<file path="src/rtl/swctl_pkg.sv">
package swctl_pkg;

    localparam int SW_COUNT_DEF   = 8;
    localparam int GAP_CYC_DEF    = 4;
    localparam int SYNC_STAGE_DEF = 2;

    typedef enum logic [0:0] {
        SEQ_IDLE = 1'b0,
        SEQ_GAP  = 1'b1
    } seq_state_e;

    typedef struct packed {
        logic rise;
        logic fall;
    } edge_t;

    function automatic edge_t detect_edge(input logic cur, input logic prev);
        edge_t e;
        e.rise = cur & ~prev;
        e.fall = ~cur & prev;
        return e;
    endfunction

endpackage

</file>
<file path="src/rtl/swctl_sync.sv">
module swctl_sync #(
    parameter int             W      = 4,
    parameter int             STAGES = 2,
    parameter logic [W-1:0]   IDLE   = '0
) (
    input  logic         clk,
    input  logic         rst,
    input  logic [W-1:0] async_in,
    output logic [W-1:0] sync_out
);

    for (genvar g = 0; g < W; g++) begin : g_bit
        logic [STAGES-1:0] chain_q;
        always_ff @(posedge clk) begin
            if (rst) begin
                chain_q <= {STAGES{IDLE[g]}};
            end else begin
                chain_q <= {chain_q[STAGES-2:0], async_in[g]};
            end
        end
        assign sync_out[g] = chain_q[STAGES-1];
    end

endmodule

</file>
<file path="src/rtl/swctl_shifter.sv">
module swctl_shifter
    import swctl_pkg::*;
#(
    parameter int W = 8
) (
    input  logic         clk,
    input  logic         clr,
    input  logic         fs_n_s,
    input  logic         sclk_s,
    input  logic         din_s,
    output logic [W-1:0] word,
    output logic         dout,
    output logic         latch
);

    logic [W-1:0] sreg_q;
    logic         fs_prev_q;
    logic         sclk_prev_q;
    logic         dout_q;
    logic         active;
    edge_t        sclk_e;
    edge_t        fs_e;

    assign sclk_e = detect_edge(sclk_s, sclk_prev_q);
    assign fs_e   = detect_edge(fs_n_s, fs_prev_q);
    assign active = ~fs_n_s;

    always_ff @(posedge clk) begin
        if (clr) begin
            sreg_q      <= '0;
            dout_q      <= 1'b0;
            fs_prev_q   <= 1'b1;
            sclk_prev_q <= 1'b0;
        end else begin
            fs_prev_q   <= fs_n_s;
            sclk_prev_q <= sclk_s;
            if (active && sclk_e.fall) begin
                sreg_q <= {sreg_q[W-2:0], din_s};
            end
            if (active && sclk_e.rise) begin
                dout_q <= sreg_q[W-1];
            end
        end
    end

    assign word  = sreg_q;
    assign dout  = dout_q;
    assign latch = fs_e.rise & ~clr;

    AST_IDLE_NO_SHIFT: assert property (@(posedge clk) disable iff (clr) fs_n_s |=> $stable(sreg_q));
    AST_DOUT_ON_RISE: assert property (@(posedge clk) disable iff (clr) !(active && sclk_e.rise) |=> $stable(dout_q));

endmodule

</file>
<file path="src/rtl/swctl_bbm.sv">
module swctl_bbm
    import swctl_pkg::*;
#(
    parameter int W   = 8,
    parameter int GAP = 4
) (
    input  logic         clk,
    input  logic         clr,
    input  logic         load,
    input  logic [W-1:0] word,
    output logic [W-1:0] en,
    output logic         busy
);

    localparam int CW = $clog2(GAP + 1);

    seq_state_e   state_q;
    logic [CW-1:0] cnt_q;
    logic [W-1:0]  target_q;
    logic [W-1:0]  en_q;
    logic          need_on;

    assign need_on = |(word & ~en_q);

    always_ff @(posedge clk) begin
        if (clr) begin
            state_q  <= SEQ_IDLE;
            cnt_q    <= '0;
            target_q <= '0;
            en_q     <= '0;
        end else if (load) begin
            target_q <= word;
            en_q     <= en_q & word;
            if (need_on) begin
                state_q <= SEQ_GAP;
                cnt_q   <= CW'(GAP);
            end else begin
                state_q <= SEQ_IDLE;
            end
        end else if (state_q == SEQ_GAP) begin
            if (cnt_q == CW'(1)) begin
                en_q    <= target_q;
                state_q <= SEQ_IDLE;
            end else begin
                cnt_q <= cnt_q - CW'(1);
            end
        end
    end

    assign en   = en_q;
    assign busy = (state_q == SEQ_GAP);

    AST_BREAK_FIRST: assert property (@(posedge clk) disable iff (clr) (|(en_q & ~$past(en_q))) |-> !(|($past(en_q) & ~en_q)));
    AST_MAKE_AFTER_GAP: assert property (@(posedge clk) disable iff (clr) (|(en_q & ~$past(en_q))) |-> $fell(busy));
    AST_KEEP_ON: assert property (@(posedge clk) disable iff (clr) !(|($past(en_q) & target_q & ~en_q)));
    AST_IDLE_MATCH: assert property (@(posedge clk) disable iff (clr) !busy |-> (en_q == target_q));

endmodule

</file>
<file path="src/rtl/swctl_top.sv">
module swctl_top
    import swctl_pkg::*;
#(
    parameter int NUM_SW      = SW_COUNT_DEF,
    parameter int GAP_CYC     = GAP_CYC_DEF,
    parameter int SYNC_STAGES = SYNC_STAGE_DEF
) (
    input  logic              clk,
    input  logic              rst,
    input  logic              fs_n_pin,
    input  logic              sclk_pin,
    input  logic              din_pin,
    input  logic              clr_n_pin,
    output logic              chain_out,
    output logic [NUM_SW-1:0] sw_en,
    output logic              busy
);

    localparam int          NPIN     = 4;
    localparam logic [3:0]  PIN_IDLE = 4'b1100;

    logic [NPIN-1:0]   pins_raw;
    logic [NPIN-1:0]   pins_s;
    logic              clr;
    logic [NUM_SW-1:0] shift_word;
    logic              latch;

    assign pins_raw = {clr_n_pin, fs_n_pin, sclk_pin, din_pin};

    swctl_sync #(
        .W      (NPIN),
        .STAGES (SYNC_STAGES),
        .IDLE   (PIN_IDLE)
    ) sync_i (
        .clk      (clk),
        .rst      (rst),
        .async_in (pins_raw),
        .sync_out (pins_s)
    );

    assign clr = rst | ~pins_s[3];

    swctl_shifter #(
        .W (NUM_SW)
    ) shifter_i (
        .clk    (clk),
        .clr    (clr),
        .fs_n_s (pins_s[2]),
        .sclk_s (pins_s[1]),
        .din_s  (pins_s[0]),
        .word   (shift_word),
        .dout   (chain_out),
        .latch  (latch)
    );

    swctl_bbm #(
        .W   (NUM_SW),
        .GAP (GAP_CYC)
    ) bbm_i (
        .clk  (clk),
        .clr  (clr),
        .load (latch),
        .word (shift_word),
        .en   (sw_en),
        .busy (busy)
    );

    AST_CLEAR_OFF: assert property (@(posedge clk) disable iff (rst) !pins_s[3] |=> (sw_en == '0 && !busy && !chain_out));

endmodule

</file>
<file path="config.mk">
export PLATFORM = sky130hd
export DESIGN_NAME = swctl_top
export DESIGN_NICKNAME = d
export VERILOG_FILES = /design/src/rtl/swctl_pkg.sv /design/src/rtl/swctl_sync.sv /design/src/rtl/swctl_shifter.sv /design/src/rtl/swctl_bbm.sv /design/src/rtl/swctl_top.sv
export SDC_FILE = /design/constraint.sdc
export NUM_CORES = 1
export LEC_CHECK = 0
export BUFFER_PORTS_ARGS = -buffer_cell sky130_fd_sc_hd__buf_2
export CORE_ASPECT_RATIO = 1.1
export CORE_UTILIZATION = 50
export DETAILED_ROUTE_END_ITERATION = 16
export PLACE_DENSITY_LB_ADDON = 0.3
export SLEW_MARGIN = 0
export SYNTH_ARGS = -nofsm -noshare
export SYNTH_HDL_FRONTEND = slang
export SYNTH_SLANG_ARGS = --single-unit
</file>
<file path="constraint.sdc">
create_clock -name clk -period 2.81 [get_ports clk]
set_clock_uncertainty 0.2 [all_clocks]
set_input_delay 0.1405 -clock clk [delete_from_list [all_inputs] [get_ports clk]]
set_output_delay 0.1405 -clock clk [all_outputs]
set_load 0.02 [all_outputs]
</file>
# After elaboration in Yosys (flattened, before gate mapping)

Index checks and enable logic that the tools add are counted.

Multiplexer cells: 11
Add/subtract/negate cells: 1
Equal/unequal tests: 3
Bitwise logic cells: 14
Reduce and logical (&&, ||, !) cells: 7

Operators with widths:

| operator                                                            | count |
|---|---|
| 8-bit 2-to-1 mux                                                    | 3 |
| 8-bit AND                                                           | 2 |
| 3-bit 2-to-1 mux                                                    | 4 |
| 8-bit inverter                                                      | 1 |
| 8-bit OR reduction                                                  | 1 |
| 1-bit inverter                                                      | 6 |
| 1-bit AND                                                           | 4 |
| 1-bit 2-to-1 mux                                                    | 4 |
| 2-bit nonzero test                                                  | 2 |
| 3-bit by 1-bit == test with 1-bit output (second input constant)    | 1 |
| 3-bit AND reduction                                                 | 1 |
| 3-bit by 1-bit subtractor with 3-bit output (second input constant) | 1 |
| 1-bit logical AND                                                   | 2 |
| 2-bit by 1-bit != test with 1-bit output (second input constant)    | 1 |
| 2-bit != test (second input constant)                               | 1 |
| 2-bit AND reduction                                                 | 1 |
| 1-bit bitwise OR                                                    | 1 |

Output and inout port bits: 10
Bits of input ports: 6
Register bits after elaboration: 39

# Longest topological paths before layout

Depth after elaboration: 6
Gate-level depth with buffers: 7
Gate-level depth less buffers: 6

# Modules after synthesis

From an unflattened synthesis, not the netlist that was laid out.

Cells, all modules: 166
Area total of the unflattened synthesis: 1694.1 sq um

Modules (own cells, without submodules):

| module        | cells each | area each (sq um) | instances |
|---|---|---|---|
| swctl_bbm     | 108        | 1008.5            | 1 |
| swctl_shifter | 37         | 439.2             | 1 |
| swctl_sync    | 20         | 240.2             | 1 |
| swctl_top     | 1          | 6.3               | 1 |

# Worst setup path after synthesis

Ideal clock, no wire load.

Path kind: register to register
Start: register bbm_i.en_q[7] (netlist: bbm_i.en[7])
End: register bbm_i.cnt_q[2]
Arrival: 1.218 ns
Setup slack: 1.278 ns
Buffers on the path: 0
Cell stages (with the launch flop): 5
Clock period less this slack: 1.532 ns
Library setup time: 0.115 ns
Path through: dfxtp_1 -> inv_1 -> a2111oi_4 -> a31oi_1 -> o21a_1

Longest elaborated chain between the ends: 5

RTL lines:

| element                       | RTL line        | source |
|---|---|---|
| start: declaration            | swctl_bbm.sv:20 | `logic [W-1:0] en_q;` |
| start signal: assignment      | swctl_bbm.sv:33 | `en_q <= en_q & word;` |
| start signal: assignment      | swctl_bbm.sv:42 | `en_q <= target_q;` |
| 8-bit inverter                | swctl_bbm.sv:23 | `assign need_on = \|(word & ~en_q);` |
| 8-bit AND                     | swctl_bbm.sv:23 |  |
| 8-bit OR reduction            | swctl_bbm.sv:23 |  |
| 2-bit != test (no line)       | --              |  |
| 3-bit AND reduction (no line) | --              |  |
| end signal: assignment        | swctl_bbm.sv:36 | `cnt_q <= CW'(GAP);` |
| end signal: assignment        | swctl_bbm.sv:45 | `cnt_q <= cnt_q - CW'(1);` |
| end: declaration              | swctl_bbm.sv:18 | `logic [CW-1:0] cnt_q;` |

No other way between the ends.
A chain may end at the register's enable or synchronous reset.

# Final worst setup path

Start: input rst
End: register bbm_i.cnt_q[2]

Longest elaborated chain between the ends: 5
Elaborated cells between the ends (all ways): 8

RTL lines:

| element                                               | RTL line            | source |
|---|---|---|
| start: declaration                                    | swctl_top.sv:9      | `input logic rst,` |
| 1-bit bitwise OR (*)                                  | swctl_top.sv:41     | `assign clr = rst \| ~pins_s[3];` |
| 1-bit inverter                                        | swctl_shifter.sv:48 | `assign latch = fs_e.rise & ~clr;` |
| 1-bit AND                                             | swctl_shifter.sv:48 |  |
| 2-bit != test (no line), or another cell as far along | --                  |  |
| 3-bit AND reduction (no line)                         | --                  |  |

Every way passes the cells marked *; elsewhere a longest branch is shown, timed or not.

==> reports/results.ini <==
[sta]
finalHoldViolCount=0
fin_crit_sh=0.689
finalSetupViolations=0
slew_headroom=0.252
min_period_ps=1930
setup_tns_ps=0
hold_slack_ps=227
report.final.slew_viol_count=0
worst_slew_pin_slew_ps=1120
fmax_mhz=517
rsz0062_at_grt=no
layout_setup_ws_ps=875

[clocking]
cts_resized=0
clk_latency_ps=330
cts_tree=built
clkTransAtPathRegs_ps=100
cts_root_buffer=clkbuf_4
cts_hold_buf=9
clk_path_buf_depth=2
numClockSinks=39
numCtsBuffers=5
cts_setup_buffers=0
cts_max_level=2

[logic_synthesis]
syn_nets=186
synth-seq-area-share=0.502
syn_inst=178
syn-cell-area_um2=1550
syn_avg_cell_area_um2=8.73
ys_seq_elements=39
yosysUniqueCellTypes=29
yosys_warnings=0

[flow_run]
maxCapViolations=0

[worst_setup_path]
arrival_ps=2010
cp_max_fo=31
start_kind=input pin
crit_type=in2reg
worstSetupEndpointType=register
cp.required_ps=2890

[detailed_routing]
drc=0
drt-met1-wl_um=1330
ant_nets=0
routed_wl_um=2990
highest_layer=met4
viasPerCell=5.35
drt_first_iter_violations=20
wl_per_cell_um=12.6
route.vias.total=1263
drtPass1Iterations=4
wl_met2_um=1490
wl_met3_um=135

[grt]
grt_max_degree=32
grt_antenna_before_repair=0
grt_pass1_wl_um=4890
grt_overflow_total=0
grt_usage=0.211
grt_pass1_vias=1189

[power]
power_leakage_nw=0.638
ir_worst_vdd_uv=419
powerDensity_nw_per_um2=492
power_mw=0.874

[final_layout]
fin_nets=210
drive_gt1_frac=0.148
n_antenna_cell=0
fin_area_um2=1780
n_fill_cell=276
area_growth_pct=14.3
fin_cells=236
fin_util=0.622

[floorplanning]
initial_core_util=0.545
dieHeight_um=60.5
fp.coreArea_um2=2850
num_io_pins=16
row_count=20
die_x_um=55.2
die-area_um2=3340

[placement]
placed_area_um2=1640
io_buffers=15
gp_congestion=0.758
dp.cells=219
hpwl_um=1990
post-place-ws_ps=1070

[run_status]
status=finished clean

[worst_hold_path]
hold_class=reg2reg

per-layer routing:
metal,track usage,vias to the layer above
met2,0.389,40
met5,0,-
met1,0.214,575
li1,-,644
met3,0.0551,4
met4,0.100,0
power by group:
group	switching, mW	internal [mW]
Combinational	0.0237	0.0212
Clock	0.166	0.0977
Sequential	0.00467	0.560
Total	0.195	0.679
final timing paths:
check	startpoint	end	slack [ps]	cells past startpoint
worst max-delay path	rst	bbm_i.cnt_q[2]	880	5
worst min-delay path	sync_i.g_bit[3].chain_q[0]	sync_i.g_bit[3].chain_q[1]	230	1
worst max register to register	bbm_i.cnt_q[1]	bbm_i.en[7]	1030	6
worst min register to register	sync_i.g_bit[3].chain_q[0]	sync_i.g_bit[3].chain_q[1]	230	1
state kept, by name, indices dropped and copies added, names as in the netlist:
name and count:
bbm_i.en 8, bbm_i.target_q 8, shifter_i.word 8, sync_i.g_bit.chain_q 8, bbm_i.cnt_q 3, bbm_i.busy 1
shifter_i.dout 1, shifter_i.fs_prev_q 1, shifter_i.sclk_prev_q 1
cells in the final DEF (no fill, tap or decap):
cell type / synthesis / layout
nand4_1: 2 / 2
nand2b_2: 1 / 1
a31o_1: 1 / 1
o221a_1: 1 / 1
clkbuf_1: 4 / 2
clkbuf_4: 0 / 5
dlygate4sd3_1: 0 / 9
mux2i_1: 5 / 5
nand2b_1: 3 / 3
a21oi_4: 1 / 1
or2_1: 1 / 1
nand2_1: 24 / 24
nor3_1: 1 / 1
a2111oi_4: 1 / 1
and3_1: 1 / 1
a211oi_1: 2 / 2
o21a_1: 1 / 1
a31oi_1: 4 / 4
dfxtp_1: 39 / 39
inv_1: 8 / 8
nor2b_1: 8 / 8
o21ai_1: 8 / 8
nor2_1: 21 / 21
a21oi_1: 24 / 24
or2_2: 4 / 4
buf_4: 3 / 1
o22a_1: 1 / 1
nor3b_2: 1 / 1
buf_2: 1 / 15
ha_1: 2 / 2
and2_1: 5 / 5
clkinv_2: 0 / 1
cells in the mapped netlist:
library cell,count,area (um^2)
nand2b_1,3,18.8
a31o_1,1,8.76
and2_1,5,31.3
nor2b_1,8,50.1
a31oi_1,4,25.0
a21oi_4,1,16.3
nor3b_2,1,12.5
nand4_1,2,12.5
nor2_1,21,78.8
inv_1,8,30.0
nand2b_2,1,8.76
and3_1,1,6.26
or2_1,1,6.26
a211oi_1,2,15.0
o21a_1,1,7.51
buf_4,3,22.5
o21ai_1,8,40.0
nand2_1,24,90.1
nor3_1,1,5.00
clkbuf_1,4,15.0
or2_2,4,25.0
dfxtp_1,39,781
a2111oi_4,1,27.5
o221a_1,1,11.3
mux2i_1,5,50.1
ha_1,2,25.0
a21oi_1,24,120
buf_2,1,5.00
o22a_1,1,8.76
area by class of cell:
cell class	instances	area (um^2)	share of cell area
tap	33	41.3	0.0233
timing repair buffer	25	173	0.0973
sequential	39	781	0.440
clock buffer	7	45.0	0.0254
inverter	8	30.0	0.0169
multi-input combinational	123	701	0.395
clock inverter	1	5.00	0.00282
logic make-up (layout without fill, tap and decap cells):
logic type / Yosys count / in the layout / synth area share
DFF: 39 / 39 / 0.502
muxes: 5 / 5 / 0.0322
adders and majority gates: 2 / 2 / 0.0161
buffers and inverters: 16 / 41 / 0.0467
AOI/OAI and AO/OA: 44 / 44 / 0.180
and+or+nand+nor: 72 / 72 / 0.222
critical path, stage by stage:
cell,delay (ps)
dlygate4sd3_1,530
buf_2,160
nand2b_1,660
a31oi_1,370
o21a_1,150
No activity file was read; power rests on OpenSTA's default activity.
